--- src/rtl/fifo_pkg.sv ---
package fifo_pkg;

  typedef enum logic {
    MODE_STD  = 1'b0,
    MODE_FWFT = 1'b1
  } fifo_mode_e;

  typedef struct packed {
    fifo_mode_e mode;
    logic       sync_pf;
  } fifo_cfg_t;

endpackage

--- src/rtl/fifo_ptr_ctl.sv ---
module fifo_ptr_ctl #(
  parameter int DEPTH = 16,
  parameter int AW    = 4,
  parameter int CW    = 5
) (
  input  logic          clk,
  input  logic          mrst_n,
  input  logic          prst_n,
  input  logic          push_req,
  input  logic          pop_req,
  output logic          push_ok,
  output logic          pop_ok,
  output logic [AW-1:0] wr_ptr,
  output logic [AW-1:0] rd_ptr,
  output logic [CW-1:0] cnt
);

  logic [AW-1:0] wr_ptr_d, rd_ptr_d;
  logic [CW-1:0] cnt_d;
  logic          is_full, is_empty;

  assign is_full  = (cnt == CW'(DEPTH));
  assign is_empty = (cnt == '0);
  assign push_ok  = push_req && !is_full;
  assign pop_ok   = pop_req && !is_empty;

  always_comb begin
    wr_ptr_d = wr_ptr;
    rd_ptr_d = rd_ptr;
    cnt_d    = cnt;
    if (push_ok) wr_ptr_d = wr_ptr + AW'(1);
    if (pop_ok)  rd_ptr_d = rd_ptr + AW'(1);
    unique case ({push_ok, pop_ok})
      2'b10:   cnt_d = cnt + CW'(1);
      2'b01:   cnt_d = cnt - CW'(1);
      default: cnt_d = cnt;
    endcase
  end

  always_ff @(posedge clk or negedge mrst_n) begin
    if (!mrst_n) begin
      wr_ptr <= '0;
      rd_ptr <= '0;
      cnt    <= '0;
    end else if (!prst_n) begin
      wr_ptr <= '0;
      rd_ptr <= '0;
      cnt    <= '0;
    end else begin
      wr_ptr <= wr_ptr_d;
      rd_ptr <= rd_ptr_d;
      cnt    <= cnt_d;
    end
  end

  // the stored count never exceeds the depth
  p_no_overflow_r3: assert property (@(posedge clk) disable iff (!mrst_n)
    cnt <= CW'(DEPTH));

  // a write into a full store moves nothing
  p_full_hold_r3: assert property (@(posedge clk) disable iff (!mrst_n)
    (push_req && !pop_req && is_full && prst_n) |=> (is_full && $stable(wr_ptr)));

  // a read from an empty store moves nothing
  p_empty_hold_r4: assert property (@(posedge clk) disable iff (!mrst_n)
    (pop_req && !push_req && is_empty && prst_n) |=> (is_empty && $stable(rd_ptr)));

endmodule

--- src/rtl/fifo_store.sv ---
module fifo_store #(
  parameter int DEPTH = 16,
  parameter int DW    = 18,
  parameter int AW    = 4
) (
  input  logic          clk,
  input  logic          wr_en,
  input  logic [AW-1:0] wr_addr,
  input  logic [DW-1:0] wr_data,
  input  logic [AW-1:0] rd_addr,
  output logic [DW-1:0] rd_data
);

  logic [DW-1:0] mem_q [DEPTH];

  always_ff @(posedge clk) begin
    if (wr_en) mem_q[wr_addr] <= wr_data;
  end

  assign rd_data = mem_q[rd_addr];

endmodule

--- src/rtl/fifo_flag_gen.sv ---
module fifo_flag_gen
  import fifo_pkg::*;
#(
  parameter int DEPTH = 16,
  parameter int OCW   = 5
) (
  input  logic           clk,
  input  logic           mrst_n,
  input  logic           prst_n,
  input  fifo_cfg_t      cfg,
  input  logic [OCW-1:0] empty_ofs,
  input  logic [OCW-1:0] full_ofs,
  input  logic [OCW-1:0] occ,
  output logic           half_n_o,
  output logic           pae_n_o,
  output logic           paf_n_o
);

  localparam int HALF = DEPTH / 2;

  logic [OCW-1:0] cap, free_cnt;
  logic           pae_c, paf_c;
  logic           pae_q, paf_q;

  assign cap      = OCW'(DEPTH) + OCW'(cfg.mode == MODE_FWFT);
  assign free_cnt = cap - occ;
  assign pae_c    = (occ >= empty_ofs);
  assign paf_c    = (free_cnt > full_ofs);
  assign half_n_o = (occ <= OCW'(HALF));

  always_ff @(posedge clk or negedge mrst_n) begin
    if (!mrst_n) begin
      pae_q <= 1'b0;
      paf_q <= 1'b1;
    end else if (!prst_n) begin
      pae_q <= 1'b0;
      paf_q <= 1'b1;
    end else begin
      pae_q <= pae_c;
      paf_q <= paf_c;
    end
  end

  assign pae_n_o = cfg.sync_pf ? pae_q : pae_c;
  assign paf_n_o = cfg.sync_pf ? paf_q : paf_c;

  // in registered timing, a rise of almost-empty follows an occupancy already at the offset
  p_pae_lag_r10: assert property (@(posedge clk) disable iff (!mrst_n)
    (cfg.sync_pf && $rose(pae_n_o)) |-> ($past(occ) >= $past(empty_ofs)));

  // in registered timing, a fall of almost-full follows a free count at or below the offset
  p_paf_lag_r8: assert property (@(posedge clk) disable iff (!mrst_n)
    (cfg.sync_pf && prst_n && $fell(paf_n_o)) |-> ($past(free_cnt) <= $past(full_ofs)));

endmodule

--- src/rtl/dual_flag_fifo.sv ---
module dual_flag_fifo
  import fifo_pkg::*;
#(
  parameter int DEPTH = 16,
  parameter int DW    = 18,
  localparam int AW   = $clog2(DEPTH),
  localparam int CW   = $clog2(DEPTH + 1),
  localparam int OCW  = $clog2(DEPTH + 2)
) (
  input  logic           clk,
  input  logic           mrst_n,
  input  logic           prst_n,
  input  logic           cfg_fwft_i,
  input  logic           cfg_sync_pflag_i,
  input  logic [OCW-1:0] cfg_empty_ofs_i,
  input  logic [OCW-1:0] cfg_full_ofs_i,
  input  logic           wr_en_i,
  input  logic [DW-1:0]  din_i,
  input  logic           rd_en_i,
  output logic [DW-1:0]  dout_o,
  output logic           stat_a_o,
  output logic           stat_b_o,
  output logic           half_n_o,
  output logic           pae_n_o,
  output logic           paf_n_o
);

  // configuration captured on every edge while master reset is held
  fifo_cfg_t      cfg_q;
  logic [OCW-1:0] empty_ofs_q, full_ofs_q;

  always_ff @(posedge clk) begin
    if (!mrst_n) begin
      cfg_q.mode    <= cfg_fwft_i ? MODE_FWFT : MODE_STD;
      cfg_q.sync_pf <= cfg_sync_pflag_i;
      empty_ofs_q   <= cfg_empty_ofs_i;
      full_ofs_q    <= cfg_full_ofs_i;
    end
  end

  logic           fwft;
  logic           pop_req, push_ok, pop_ok;
  logic [AW-1:0]  wr_ptr, rd_ptr;
  logic [CW-1:0]  mem_cnt;
  logic [DW-1:0]  rd_data;
  logic [DW-1:0]  dout_q, dout_d;
  logic           ov_q, ov_d;
  logic [OCW-1:0] occ;

  assign fwft = (cfg_q.mode == MODE_FWFT);

  fifo_ptr_ctl #(.DEPTH(DEPTH), .AW(AW), .CW(CW)) u_ptr (
    .clk      (clk),
    .mrst_n   (mrst_n),
    .prst_n   (prst_n),
    .push_req (wr_en_i),
    .pop_req  (pop_req),
    .push_ok  (push_ok),
    .pop_ok   (pop_ok),
    .wr_ptr   (wr_ptr),
    .rd_ptr   (rd_ptr),
    .cnt      (mem_cnt)
  );

  fifo_store #(.DEPTH(DEPTH), .DW(DW), .AW(AW)) u_store (
    .clk     (clk),
    .wr_en   (push_ok),
    .wr_addr (wr_ptr),
    .wr_data (din_i),
    .rd_addr (rd_ptr),
    .rd_data (rd_data)
  );

  // output stage: fall-through refills whenever its register is free or being taken
  always_comb begin
    pop_req = fwft ? (!ov_q || rd_en_i) : rd_en_i;
    dout_d  = dout_q;
    ov_d    = ov_q;
    if (pop_ok) begin
      dout_d = rd_data;
      ov_d   = fwft;
    end else if (fwft && rd_en_i) begin
      ov_d   = 1'b0;
    end
  end

  always_ff @(posedge clk or negedge mrst_n) begin
    if (!mrst_n) begin
      dout_q <= '0;
      ov_q   <= 1'b0;
    end else if (!prst_n) begin
      dout_q <= '0;
      ov_q   <= 1'b0;
    end else begin
      dout_q <= dout_d;
      ov_q   <= ov_d;
    end
  end

  assign occ = OCW'(mem_cnt) + OCW'(fwft && ov_q);

  fifo_flag_gen #(.DEPTH(DEPTH), .OCW(OCW)) u_flags (
    .clk       (clk),
    .mrst_n    (mrst_n),
    .prst_n    (prst_n),
    .cfg       (cfg_q),
    .empty_ofs (empty_ofs_q),
    .full_ofs  (full_ofs_q),
    .occ       (occ),
    .half_n_o  (half_n_o),
    .pae_n_o   (pae_n_o),
    .paf_n_o   (paf_n_o)
  );

  assign dout_o   = dout_q;
  assign stat_a_o = fwft ? ov_q : (mem_cnt != '0);
  assign stat_b_o = (mem_cnt != CW'(DEPTH));

  // a word waiting in the store falls into an idle output register at the next edge
  p_fall_through_r5: assert property (@(posedge clk) disable iff (!mrst_n)
    (fwft && !ov_q && (mem_cnt != '0) && prst_n) |=> ov_q);

  // standard mode never marks the output register as holding a fallen word
  p_std_no_fall_r2: assert property (@(posedge clk) disable iff (!mrst_n)
    (!fwft && $past(!fwft)) |-> !ov_q);

  // a partial reset leaves an empty buffer and a cleared output
  p_partial_clear_r11: assert property (@(posedge clk) disable iff (!mrst_n)
    !prst_n |=> (!stat_a_o && (dout_o == '0)));

endmodule

--- config.mk ---
export PLATFORM = sky130hd
export DESIGN_NAME = dual_flag_fifo
export DESIGN_NICKNAME = d
export VERILOG_FILES = /design/src/rtl/fifo_pkg.sv /design/src/rtl/fifo_ptr_ctl.sv /design/src/rtl/fifo_store.sv /design/src/rtl/fifo_flag_gen.sv /design/src/rtl/dual_flag_fifo.sv
export SDC_FILE = /design/constraint.sdc
export NUM_CORES = 1
export LEC_CHECK = 0
export ABC_AREA = 1
export BUFFER_PORTS_ARGS = -buffer_cell sky130_fd_sc_hd__buf_4
export CORE_ASPECT_RATIO = 1.4
export CORE_UTILIZATION = 47
export CTS_CLUSTER_SIZE = 30
export DETAILED_ROUTE_END_ITERATION = 8
export PLACE_DENSITY = 0.63
export SLEW_MARGIN = 0
export SYNTH_ARGS = -nofsm -noshare
export SYNTH_HDL_FRONTEND = slang
export SYNTH_SLANG_ARGS = --single-unit
--- constraint.sdc ---
create_clock -name clk -period 4.22 [get_ports clk]
set_clock_uncertainty 0.15 [all_clocks]
set_input_delay 0.211 -clock clk [delete_from_list [all_inputs] [get_ports clk]]
set_output_delay 0.211 -clock clk [all_outputs]
set_load 0.01 [all_outputs]
Yosys cells after proc, flatten, opt, wreduce, memory -nomap -nowiden
Memory sizes are Yosys's and may differ from the RTL's.
Index checks and enable logic that the tools add are counted.
{"block": "totals", "register_bits": 46, "ramBits": 288, "inputBits": 35, "wordCells": 60, "n_memories": 1}
{"name": "u_store.mem_q", "depth": 16, "word_bits": 18, "rd": 1, "rd_clocked_by_memory_dff": 0, "write_ports": 1, "line_no": "fifo_store.sv:14", "rtl": "logic [DW-1:0] mem_q [DEPTH];"}
{"block": "classes", "n_addsub": 7, "magnitude_cmp": 3, "eq_ne": 8, "n_mux": 20, "n_reduce_logical": 10}
{"cell": "two-way mux 18 bit", "n": 2}
{"cell": "two-way mux 4 bit", "n": 4}
{"cell": "two-way mux 1 bit", "n": 12}
{"cell": "one-hot mux 5 bit (2 select lines)", "n": 1}
{"cell": "adder 4 x 1 -> 4 bit, second input constant", "n": 2}
{"cell": "inequality test 3 x 1 -> 1 bit, second input constant", "n": 2}
{"cell": "adder 5 x 1 -> 5 bit", "n": 1}
{"cell": "adder 5 x 1 -> 5 bit, first input constant", "n": 1}
{"cell": "adder 5 x 1 -> 5 bit, second input constant", "n": 1}
{"cell": "equality test 5 bit, second input constant", "n": 1}
{"cell": ">= comparator 5 bit", "n": 1}
{"cell": "greater-than comparator 5 bit", "n": 1}
{"cell": "<= comparator 5 x 4 -> 1 bit, second input constant", "n": 1}
{"cell": "logical NOT 5 bit", "n": 1}
{"cell": "two-way mux 5 bit", "n": 1}
{"cell": "inequality test 5 bit, second input constant", "n": 1}
{"cell": "nonzero test 5 bit", "n": 1}
{"cell": "subtractor 5 x 1 -> 5 bit, second input constant", "n": 1}
{"cell": "subtractor 5 bit", "n": 1}
{"cell": "logical AND 1 bit", "n": 4}
{"cell": "inequality test 2 x 1 -> 1 bit, second input constant", "n": 2}
{"cell": "logical NOT 1 bit", "n": 3}
{"cell": "equality test 2 x 1 -> 1 bit, second input constant", "n": 1}
{"cell": "equality test 2 bit, second input constant", "n": 1}
{"cell": "logical OR 1 bit", "n": 1}

Longest topological paths before layout
Gate-level depths: netlist (run 1).
{"block": "logic_depth", "ltp_word": 7, "ltp_mapped": 16}

Hierarchy
From an unflattened synthesis (run 1), not the netlist that was laid out.
{"block": "hier_totals", "hier_cells": 1473, "hier_area_um2": 14931.8}
{"mod": "fifo_store", "instances": 1, "cells_each": 1185, "area_each_um2": 12401.9, "seq_area_each_um2": 8648.3}
{"mod": "dual_flag_fifo", "instances": 1, "cells_each": 116, "area_each_um2": 1242.4, "seq_area_each_um2": 835.8}
{"mod": "fifo_ptr_ctl", "instances": 1, "cells_each": 101, "area_each_um2": 828.3, "seq_area_each_um2": 325.3}
{"mod": "fifo_flag_gen", "instances": 1, "cells_each": 71, "area_each_um2": 459.2, "seq_area_each_um2": 51.3}

Worst setup path after synthesis (run 1)
No wires, ideal clock.
{"block": "synth_path", "kind": "flip-flop to output port", "from": "register cfg_q, in the netlist fwft", "to": "output port paf_n_o", "arrival_time_ns": 2.478, "t_required_ns": 3.859, "slack_ns": 1.381, "path_stages_with_launch": 17, "cell_sequence": "edfxtp_1 -> nand2_1 -> inv_1 -> ha_1 -> ha_1 -> or2_2 -> nand2_1 -> inv_1 -> nand3_1 -> xnor2_1 -> ha_1 -> nand2_1 -> inv_1 -> nand4_1 -> o211ai_1 -> o21ai_0 -> o21ai_0"}
{"block": "synth_between", "elab_chain_len": 5, "word_cells_on_any_way": 6, "cone_classes": "add/sub: 3; order compare: 1; mux: 1; reduce/logical: 1"}
{"element": "start, declared", "line_no": "dual_flag_fifo.sv:29", "rtl": "fifo_cfg_t cfg_q;"}
{"element": "logical AND 1 bit", "line_no": "dual_flag_fifo.sv:100", "rtl": "assign occ = OCW'(mem_cnt) + OCW'(fwft && ov_q);"}
{"element": "adder 5 x 1 -> 5 bit", "line_no": "dual_flag_fifo.sv:100"}
{"element": "subtractor 5 bit *", "line_no": "fifo_flag_gen.sv:26", "rtl": "assign free_cnt = cap - occ;"}
{"element": "greater-than comparator 5 bit *", "line_no": "fifo_flag_gen.sv:28", "rtl": "assign paf_c = (free_cnt > full_ofs);"}
{"element": "two-way mux 1 bit *", "line_no": "fifo_flag_gen.sv:45", "rtl": "assign paf_n_o = cfg.sync_pf ? paf_q : paf_c;"}
{"element": "end, declared", "line_no": "dual_flag_fifo.sv:25", "rtl": "output logic paf_n_o"}
Every way passes the cells marked *; elsewhere a longest branch is shown, timed or not.

Worst setup path after layout (run 1)
Ends and elaborated chain as after synthesis.

==> flow_summary.ini, run 1 <==
[synthesis]
postSynthCellCount = 1224
synth_top_family_by_area = simple AND/OR/NAND/NOR gates
synthArstFlopShare = 0.1018
synthSimpleGateAreaFrac = 0.1777
synth_edf_count = 300
synth_xor_area_frac = 0.005030
synth_warnings = 0
synth_nets = 1281
synth_fa_ha_area_frac = 0.02030
synth_area_sq_mm = 0.01393
synth_cell_types = 34
synth_seq_cells = 334
synth.avg_cell_area_sq_um = 11.38
seq_area_frac_synth = 0.7078
muxShareOfSynthArea = 0
synth-compound-area-share = 0.05173
synthFlopType = edfxtp_1

[power_and_ir_drop]
leakagePower_nw = 6.301
report.power.total_mw = 9.403
ir_worst_vdd_uv = 457.0
power.density_mw_per_mm2 = 579.1

[layout]
num_antenna_cells = 0
drive_gt1_frac = 0.1251
final_core_util = 0.5568
nets = 1376
area_delta_synth_final_pct = 16.56

[timing]
setup_tns_ns = 0
rsz0062_at_grt = no
fin_ws_ns = 0.5768
fin_crit_sh = 0.8633
maxSlewHeadroom = 0.3997
hold_slack_ns = 0.05818
maxSlewViolCount = 0
tightest_slew_ns = 0.8995
finalHoldViolCount = 0
fmax_mhz = 274.5
fin_crit_ns = 3.643
setup_viol = 0

[clock_tree]
cts-root-buf = clkbuf_16
clk_pin_slew_worst_paths_ns = 0.06
clk_path_buf_depth = 3
clkLatencyLatePin_ns = 0.57
cts.sinks = 334
htreeDepth = 1
postCtsSetupBuffers = 0
cts_tree = yes
numCtsBuffers = 30
cts_resized = 0

[setup_path]
cp.buffers_inverters = 4
required_ns = 3.86
crit_slowest_cell = edfxtp_1
cp_max_fo = 4
r2r_slack_ns = 1.42
worst_path_largest_cell_delay_ns = 0.44
worstSetupPathType = reg -> out
setup.worst_path.start_class = flip-flop
cp.depth = 17
endpoint_kind = output port
cp.arrival_ns = 3.28
critical_path.top_delay_family = simple AND/OR/NAND/NOR gates
crit_chain = nand2_1 > inv_1 > ha_1 > ha_1 > or2_2 > nand2_1 > inv_1 > nand3_1 > xnor2_1 > ha_1 > nand2_1 > inv_1 > nand4_1 > o211ai_1 > o21ai_0 > o21ai_0 > buf_4
rr_worst_depth = 10

[place]
pre_cts_slack_ns = 1.160
port_buffers = 57
place.gp.congestion = 0.7966
hpwl_mm = 19.10

[hold_path]
hp-class = in -> async

[floorplanning]
fp.dieW_microns = 147.5
core_area_sq_mm = 0.02917
ios = 58
fp-row-count = 74
start_util = 0.4776
fp.dieH_microns = 205.7
dieArea_sq_mm = 0.03034

[grt]
overflow = 0
grt_pass1_wl_mm = 50.31
grt_max_degree = 72
grt_pass1_vias = 8978
grt_usage = 0.2233
antenna_found_initial = 1

[drt]
post_drt_wl_per_cell_microns = 18.80
drc = 0
routed_wl_mm = 32.39
viasPerCell = 5.288
ant_nets = 0
drt_iter0_drc = 748
firstDrtPassIters = 5
num_vias = 9111

[flow_run]
cap_violations = 0

[run_status]
status = completed
-- where the power goes --
| part | leakage (nW) | internal [mW] | switching, mW |
|---|---|---|---|
| clock network | 0.543 | 1.81 | 1.16 |
| registers | 3.17 | 3.81 | 0.199 |
| logic | 2.59 | 0.814 | 1.62 |
-- metrics by stage --
step,cells,cell area (sq um)
final,1723,16240
after global routing,1723,16240
after CTS,1723,16240
after detailed placement,1632,14780
after global placement,1632,14780
after floorplan,1224,13930
-- registers in the layout (all words and copies together), names as in the netlist --
| register | count |
|---|---|
| cfg_q | 1 |
| dout_o | 18 |
| empty_ofs_q | 5 |
| full_ofs_q | 5 |
| fwft | 1 |
| ov_q | 1 |
| u_flags.pae_q | 1 |
| u_flags.paf_q | 1 |
| u_ptr.cnt | 5 |
| u_ptr.rd_ptr | 4 |
| u_ptr.wr_ptr | 4 |
| u_store.mem_q | 288 |
-- layout by cell type, fill, tap and decap left out, types with 2 or more instances in the layout --
cell,netlist,layout
o21ai_0,38,38
ha_1,21,21
nand3b_1,2,2
inv_4,2,2
clkinv_1,1,7
clkbuf_1,13,2
buf_12,0,2
nand3_1,98,98
nand4_1,3,3
o21ai_1,35,35
nand2_1,351,351
edfxtp_1,300,300
o211ai_1,12,12
xor2_1,4,4
clkbuf_16,0,32
nor2_2,2,17
nand2_2,4,4
o21a_1,2,2
a21oi_1,46,46
xnor2_1,4,4
clkbuf_8,0,4
inv_2,7,7
clkinv_2,0,5
dfrtp_1,33,32
bufinv_16,0,6
nor3_1,2,2
nor2_1,153,137
dlygate4sd3_1,0,34
inv_1,42,42
buf_4,8,83
-- routing by layer --
layer,vias to the layer above,routed length [microns],track usage
met5,-,10,0
met4,2,1599,0.1197
met3,62,1199,0.02461
met2,204,16950,0.4021
met1,4456,12630,0.2610
li1,4387,-,-
-- synthesized netlist by cell type (5+ instances only) --
| cell | n | share of area |
|---|---|---|
| nor2_1 | 153 | 0.041 |
| inv_1 | 42 | 0.011 |
| o21ai_0 | 38 | 0.014 |
| buf_4 | 8 | 0.0043 |
| o21ai_1 | 35 | 0.013 |
| inv_2 | 7 | 0.0019 |
| o211ai_1 | 12 | 0.0065 |
| edfxtp_1 | 300 | 0.65 |
| clkbuf_1 | 13 | 0.0035 |
| buf_6 | 5 | 0.0040 |
| buf_2 | 25 | 0.0090 |
| dfrtp_1 | 33 | 0.059 |
| nand2_1 | 351 | 0.095 |
| nand3_1 | 98 | 0.035 |
| a21oi_1 | 46 | 0.017 |
| ha_1 | 21 | 0.019 |
-- logic make-up after synthesis --
| kind of cell | count (synthesis) |
|---|---|
| flops | 334 |
| fa+ha+maj | 22 |
| xor+xnor | 8 |
| compound gates | 135 |
| simple gates | 617 |
| buf+inv | 108 |
-- layout make-up --
type | instances | area (sq um)
Sequential cell | 334 | 9864
Timing Repair Buffer | 119 | 1003
Tap cell | 380 | 475.5
Clock inverter | 18 | 236.5
Fill cell | 2448 | 12930
Multi-Input combinational cell | 782 | 3595
Clock buffer | 38 | 863.3
Inverter | 52 | 200.2
-- final timing paths --
path,startpoint,to
max in group asynchronous,mrst_n,u_ptr.rd_ptr[0]$_DFFE_PN0P_
max reg2reg,u_ptr.rd_ptr[0]$_DFFE_PN0P_,dout_o[9]$_DFFE_PN0P_
max,fwft$_DFFE_PN_,paf_n_o
min,mrst_n,u_flags.paf_q$_DFF_PN1_
min reg2reg,dout_o[12]$_DFFE_PN0P_,dout_o[12]$_DFFE_PN0P_
min in group clk,cfg_empty_ofs_i[2],empty_ofs_q[2]$_DFFE_PN_
-- worst register-to-register path, cell delays in order, from the launching register on --
cell and delay [ns]:
dfrtp_4 0.72, inv_4 0.73, buf_4 0.40, nand2_1 0.09
nand3_1 0.09, nand2_1 0.05, a21oi_1 0.12, nand2_1 0.06
nand2_1 0.20, nand2_1 0.08, nand2_1 0.06
-- timing repair --
item	CTS	global route
endpoints found under the hold margin	344	0
setup endpoints to repair	0	0
hold buffers	35	0
Note: power is estimated with default switching activity, not from simulation.
==> run 2, diff against run 1 <==
--- a/config.mk
+++ b/config.mk
@@ -5,13 +5,11 @@
 export SDC_FILE = /design/constraint.sdc
 export NUM_CORES = 1
 export LEC_CHECK = 0
-export ABC_AREA = 1
 export BUFFER_PORTS_ARGS = -buffer_cell sky130_fd_sc_hd__buf_4
-export CORE_ASPECT_RATIO = 1.4
 export CORE_UTILIZATION = 47
 export CTS_CLUSTER_SIZE = 30
 export DETAILED_ROUTE_END_ITERATION = 8
-export PLACE_DENSITY = 0.63
+export PLACE_DENSITY = 0.64
 export SLEW_MARGIN = 0
 export SYNTH_ARGS = -nofsm -noshare
 export SYNTH_HDL_FRONTEND = slang
==> run 2 against run 1 <==
  * Synthesized area shrank 4.1%
  * Count of clock-buffer cells in the layout grew 8
  * First-iteration DRC count shrank 18%
  * Via count shrank 25%
  * Utilization grew 1.5 points
  * Routed wire length shrank 11%
  * Total power shrank 3.1%
  * Critical path depth shrank 4
  * Highest routed layer is now met4
==> flow_summary.ini, run 2 <==
[layout]
design_area_sq_mm = 0.01594
seq_area_sq_mm = 0.009867
area_delta_synth_final_pct = 19.30
largest_register_ffs = 288
final_common_cell = edfxtp_1
largest_register = u_store.mem_q
num_antenna_cells = 0
nets = 858
multiInputGateArea_sq_mm = 0.003317
drive_gt1_frac = 0.2859
mostFrequentLayoutCells = 300 x edfxtp_1, 81 x buf_4, 72 x mux4_2
fill_cells = 2063

[place]
port_buffers = 57
pre_cts_slack_ns = 0.9572
place.gp.congestion = 0.7796
post_dp_cell_area_sq_mm = 0.01435
hpwl_mm = 16.24

[drt]
drc = 0
post_drt_wl_per_cell_microns = 23.81
num_vias = 6849
ant_nets = 0
viasPerCell = 5.674
routed_wl_mm = 28.74
firstDrtPassIters = 5
drt_iter0_drc = 615

[setup_path]
worstSetupPathType = reg -> out
required_ns = 3.86
critical_path.top_delay_family = adder cells
cpMostUsedCell = ha_1
cp.arrival_ns = 3.23
endpoint_kind = output port
crit_chain = and2_1 > ha_1 > ha_1 > xor2_1 > inv_1 > and3_1 > xnor2_1 > ha_1 > nand2_1 > o22ai_1 > a21o_1 > o21ai_0 > buf_4
worst_path_largest_cell_delay_ns = 0.46
cp_max_fo = 6
setup.worst_path.start_class = flip-flop
crit_slowest_cell = edfxtp_1
cp.buffers_inverters = 2

[timing]
rsz0062_at_grt = no
setup_tns_ns = 0
fin_crit_ns = 3.592
hold_slack_ns = 0.1029
fmax_mhz = 278.4
fin_ws_ns = 0.6280
maxSlewViolCount = 0
finalHoldViolCount = 0
setup_viol = 0
tightest_slew_ns = 0.9959
maxSlewHeadroom = 0.3361
fin_crit_sh = 0.8512

[synthesis]
synthSimpleGateAreaFrac = 0.03624
postSynthCellCount = 680
synth_cell_types = 41
synth_top_cell_by_area = edfxtp_1
synth_fa_ha_area_frac = 0.02116
synth_seq_cells = 334
muxShareOfSynthArea = 0.1528
synth_top_area_share = 0.6742
synth_edf_count = 300
synth_area_sq_mm = 0.01336
synth_area_leaders = edfxtp_1 67%, mux4_2 12%, dfrtp_1 6.2%
synth_top_family_by_area = multiplexers
synth_warnings = 0
synth-compound-area-share = 0.02509
synth.avg_cell_area_sq_um = 19.65
synthTopCellsByCount = 300 x edfxtp_1, 72 x mux4_2, 42 x mux2i_1
synthArstFlopShare = 0.1018
synth_xor_area_frac = 0.009176
synth_nets = 737
seq_area_frac_synth = 0.7379
synthFlopType = edfxtp_1
synth_most_common_cell = edfxtp_1

[floorplanning]
fp-row-count = 61
start_util = 0.4797
fp.dieW_microns = 170.6
core_area_sq_mm = 0.02786
dieArea_sq_mm = 0.02911
ios = 58
fp.dieH_microns = 170.6

[clock_tree]
cts.sinks = 334
numCtsBuffers = 36
clk_path_buf_depth = 3
cts_resized = 0
htreeDepth = 2
cts_tree = yes
postCtsSetupBuffers = 0
cts-root-buf = clkbuf_16
clk_pin_slew_worst_paths_ns = 0.06
clkLatencyLatePin_ns = 0.53

[power_and_ir_drop]
leakagePower_nw = 5.458
ir_worst_vdd_uv = 310.3
power.density_mw_per_mm2 = 571.4

[grt]
grt_pass1_wl_mm = 43.30
antenna_found_initial = 0
grt_max_degree = 38
grt_pass1_vias = 7234
overflow = 0
grt_usage = 0.2065

[hold_path]
hp-class = in -> async

[run_status]
status = completed

[flow_run]
cap_violations = 0
[run 2: cell count changes in the layout (fill, tap and decap cells not counted), moves of 20 or more]
cell	change
nand2_1	-336
nand3_1	-73
nor2_1	-129
mux4_2	+72
a21oi_1	-38
o21ai_1	-35
mux2i_1	+42
inv_1	-20
o21ai_0	-31
[run 2: stage by stage]
stage | utilization | total power [mW] | instances
after floorplan | - | 5.277 | 680
after global placement | 0.5150 | 5.810 | 1107
after detailed placement | 0.5150 | 5.886 | 1107
after CTS | 0.5722 | 9.185 | 1207
after global routing | 0.5722 | 9.464 | 1207
final | 0.5722 | 9.109 | 1207
[run 2: kinds of logic (layout without fill, tap and decap cells)]
kind of cell             after synthesis  after routing
XOR/XNOR                              14             14
buffers and inverters                 54            203
AO/OA/AOI/OAI                         46             46
adder cells (fa/ha/maj)               22             22
multiplexers                         114            114
flip-flops                           334            334
AND/OR/NAND/NOR                       96             96
[run 2: worst register-to-register path, stage by stage (launching register included)]
cell and delay [ns]:
dfrtp_1 0.43, or4_1 0.67, o22a_1 0.38, nand2b_1 0.16
inv_1 0.09, ha_1 0.32, nand2b_1 0.09, a21oi_1 0.32
nand3_1 0.16, a32o_1 0.27, o21a_1 0.16
[run 2: what timing repair did]
action	CTS	global route
endpoints found under the setup margin	0	0
hold buffers	34	0
endpoints found under the hold margin	337	0
[run 2: cell type report]
cell class | count | share of cell area
tap | 378 | 0.02967
multi-input combinational | 292 | 0.2081
sequential | 334 | 0.6189
inverter | 22 | 0.005180
clock buffer | 46 | 0.06200
clock inverter | 20 | 0.01664
timing repair buffer | 115 | 0.05949
[run 2: worst paths after layout]
check                                          from                           to  slack, ns  cells past startpoint
setup / recovery                     fwft$_DFFE_PN_                      paf_n_o       0.63                     13
hold / removal                               mrst_n       dout_o[12]$_DFFE_PN0P_       0.10                      2
setup reg to reg           u_ptr.cnt[1]$_DFFE_PN0P_     u_ptr.cnt[4]$_DFFE_PN0P_       0.92                     10
hold reg to reg              dout_o[17]$_DFFE_PN0P_       dout_o[17]$_DFFE_PN0P_       0.38                      2
max in group asynchronous                    mrst_n  u_ptr.rd_ptr[1]$_DFFE_PN0P_       3.36                      2
min in group clk                  cfg_full_ofs_i[0]      full_ofs_q[0]$_DFFE_PN_       0.26                      2
[run 2: routing by layer]
layer / vias up / wire [microns] / global-route usage
li1: 2990 / - / -
met1: 3612 / 12240 / 0.2778
met2: 199 / 14420 / 0.3498
met3: 48 / 1504 / 0.03123
met4: 0 / 579 / 0.06032
met5: - / 0 / 0
[run 2: power by group]
group,switching (mW),internal [mW]
registers,0.255,3.80
clock network,1.29,1.99
logic,0.868,0.912
total,2.41,6.70
==> run 3, diff against run 2 <==
--- a/config.mk
+++ b/config.mk
@@ -9,7 +9,7 @@
 export CORE_UTILIZATION = 47
 export CTS_CLUSTER_SIZE = 30
 export DETAILED_ROUTE_END_ITERATION = 8
-export PLACE_DENSITY = 0.64
+export PLACE_DENSITY = 0.66
 export SLEW_MARGIN = 0
 export SYNTH_ARGS = -nofsm -noshare
 export SYNTH_HDL_FRONTEND = slang
==> constraint.sdc (replaced) <==
create_clock -name clk -period 3.3 [get_ports clk]
set_clock_uncertainty 0.15 [all_clocks]
set_input_delay 0.165 -clock clk [delete_from_list [all_inputs] [get_ports clk]]
set_output_delay 0.165 -clock clk [all_outputs]
set_load 0.01 [all_outputs]
==> run 3 against run 2 <==
  * Cell count increased by 0.50%
  * Register-to-register slack lost 0.68 ns
  * First-iteration DRC count shrank 5.5%
  * Global-route usage decreased by 0.35 points
  * Sequential cell count did not move
  * Critical path depth fell by 1
  * Final area is 0.27% higher
  * Worst hold slack got worse by 0.035 ns
  * Setup slack got worse by 0.55 ns
  * Utilization up 0.16 points
  * Via count fell by 0.20%
  * Die area did not move
  * Critical endpoint unchanged
  * Largest power group unchanged
  * Highest routed layer unchanged
==> flow_summary.ini, run 3 (same netlist as run 2, synthesis figures left out) <==
[layout]
area_delta_synth_final_pct = 19.63
largest_register = u_store.mem_q
seq_area_sq_mm = 0.009867
nets = 865
fin_cells = 1213
multiInputGateArea_sq_mm = 0.003377
final_common_cell = edfxtp_1
drive_gt1_frac = 0.2890
mostFrequentLayoutCells = 300 x edfxtp_1, 78 x buf_4, 72 x mux4_2
final_core_util = 0.5738
fill_cells = 2040
largest_register_ffs = 288
design_area_sq_mm = 0.01599

[timing]
tightest_slew_ns = 0.7477
fin_crit_sh = 0.9754
fin_crit_ns = 3.219
setup_tns_ns = 0
fin_ws_ns = 0.08107
finalHoldViolCount = 0
hold_slack_ns = 0.06761
maxSlewViolCount = 0
maxSlewHeadroom = 0.5015
setup_viol = 0
fmax_mhz = 310.7

[setup_path]
cp.buffers_inverters = 2
cp.arrival_ns = 2.90
crit_slowest_cell = edfxtp_1
endpoint_kind = output port
startpoint = fwft$_DFFE_PN_
r2r_slack_ns = 0.24
setup.worst_path.start_class = flip-flop
cp_max_fo = 3
cp-endpoint = paf_n_o
r2r-end = u_ptr.cnt[4]$_DFFE_PN0P_
worstSetupPathType = reg -> out
worst_path_largest_cell_delay_ns = 0.40
crit_chain = and2_4 > ha_2 > ha_4 > inv_2 > ha_2 > ha_4 > nor2b_1 > o21a_1 > o21ai_1 > a21o_1 > o21ai_2 > buf_4
required_ns = 2.98
r2r_start = u_ptr.cnt[1]$_DFFE_PN0P_
rr_worst_depth = 10
cp.depth = 12
critical_path.top_delay_family = adder cells

[power_and_ir_drop]
leakagePower_nw = 5.417
report.power.total_mw = 11.21
ir_worst_vdd_uv = 328.1
power.density_mw_per_mm2 = 701.0

[place]
hpwl_mm = 15.93
pre_cts_slack_ns = 0.2108
port_buffers = 57
place.gp.congestion = 0.8097
post_dp_cell_area_sq_mm = 0.01451
dp_cells = 1108

[hold_path]
hp-class = in -> async

[grt]
overflow = 0
grt_pass1_vias = 7211
grt_usage = 0.2029
antenna_found_initial = 1
grt_pass1_wl_mm = 42.62
grt_max_degree = 38

[clock_tree]
clk_pin_slew_worst_paths_ns = 0.06
htreeDepth = 2
cts_tree = yes
clkLatencyLatePin_ns = 0.51
numCtsBuffers = 34
cts-root-buf = clkbuf_16
clk_path_buf_depth = 3
cts.sinks = 334

[floorplanning]
fp-row-count = 61
ios = 58
start_util = 0.4797
dieArea_sq_mm = 0.02911
core_area_sq_mm = 0.02786
fp.dieH_microns = 170.6
fp.dieW_microns = 170.6

[drt]
drc = 0
post_drt_wl_per_cell_microns = 23.45
num_vias = 6835
routed_wl_mm = 28.45
drt_iter0_drc = 581
ant_nets = 0
firstDrtPassIters = 5
viasPerCell = 5.635

[run_status]
status = completed

[flow_run]
cap_violations = 0
-- run 3: cell count changes in the layout (fill, tap and decap cells not counted), sizes merged --
| cell | delta |
|---|---|
| clkbuf | +3 |
| diode | +1 |
| clkinv | -1 |
| bufinv | -5 |
| clkinvlp | -1 |
| buf | +9 |
-- run 3: power by group --
part           total (mW)  internal, mW  switching [mW]
Combinational        2.55          1.35            1.20
Clock                3.51          2.00            1.52
Sequential           5.14          4.86           0.278
Total                11.2          8.21            3.00
-- run 3: worst register-to-register path, cell delays in order (launching register included) --
cell	delay [ns]
dfrtp_1	0.45
or4_1	0.68
o22a_1	0.26
nand2b_1	0.11
inv_1	0.09
ha_1	0.32
nand2b_1	0.09
a21oi_2	0.23
nand3_1	0.13
a32o_1	0.26
o21a_1	0.17
-- run 3: final cells by class --
| type | count | area share |
|---|---|---|
| Sequential cell | 334 | 0.6173 |
| Multi-Input combinational cell | 292 | 0.2113 |
| Timing Repair Buffer | 124 | 0.07295 |
| Clock buffer | 49 | 0.05870 |
| Tap cell | 378 | 0.02959 |
| Inverter | 22 | 0.005166 |
| Clock inverter | 13 | 0.004931 |
| Antenna cell | 1 | 0.0001565 |
-- run 3: worst min path at each step --
stage / to / slack [ns] / cells past startpoint
after floorplan: dout_o[0]$_DFFE_PN0P_ / -0.28 / 0
after global placement: ov_q$_DFFE_PN0P_ / 0.04 / 1
after detailed placement: ov_q$_DFFE_PN0P_ / 0.05 / 1
after CTS: dout_o[17]$_DFFE_PN0P_ / 0.06 / 2
after global routing: dout_o[3]$_DFFE_PN0P_ / 0.1 / 2
final: dout_o[17]$_DFFE_PN0P_ / 0.07 / 2
-- run 3: routing by layer --
layer	vias up	share of wire	routed length, microns	GRT usage
met2	209	0.52	14710	0.3553
met4	0	0.025	715	0.06502
met1	3566	0.41	11570	0.2567
met3	56	0.051	1452	0.03585
li1	3004	-	-	-
met5	-	0	0	0
-- run 3: repair_timing --
action	CTS	global route
cloned	0	0
pin swaps	7	2
setup endpoints to repair	1	2
endpoints found under the hold margin	337	0
gates resized for setup	7	7
hold buffers	34	0
setup buffers	7	1
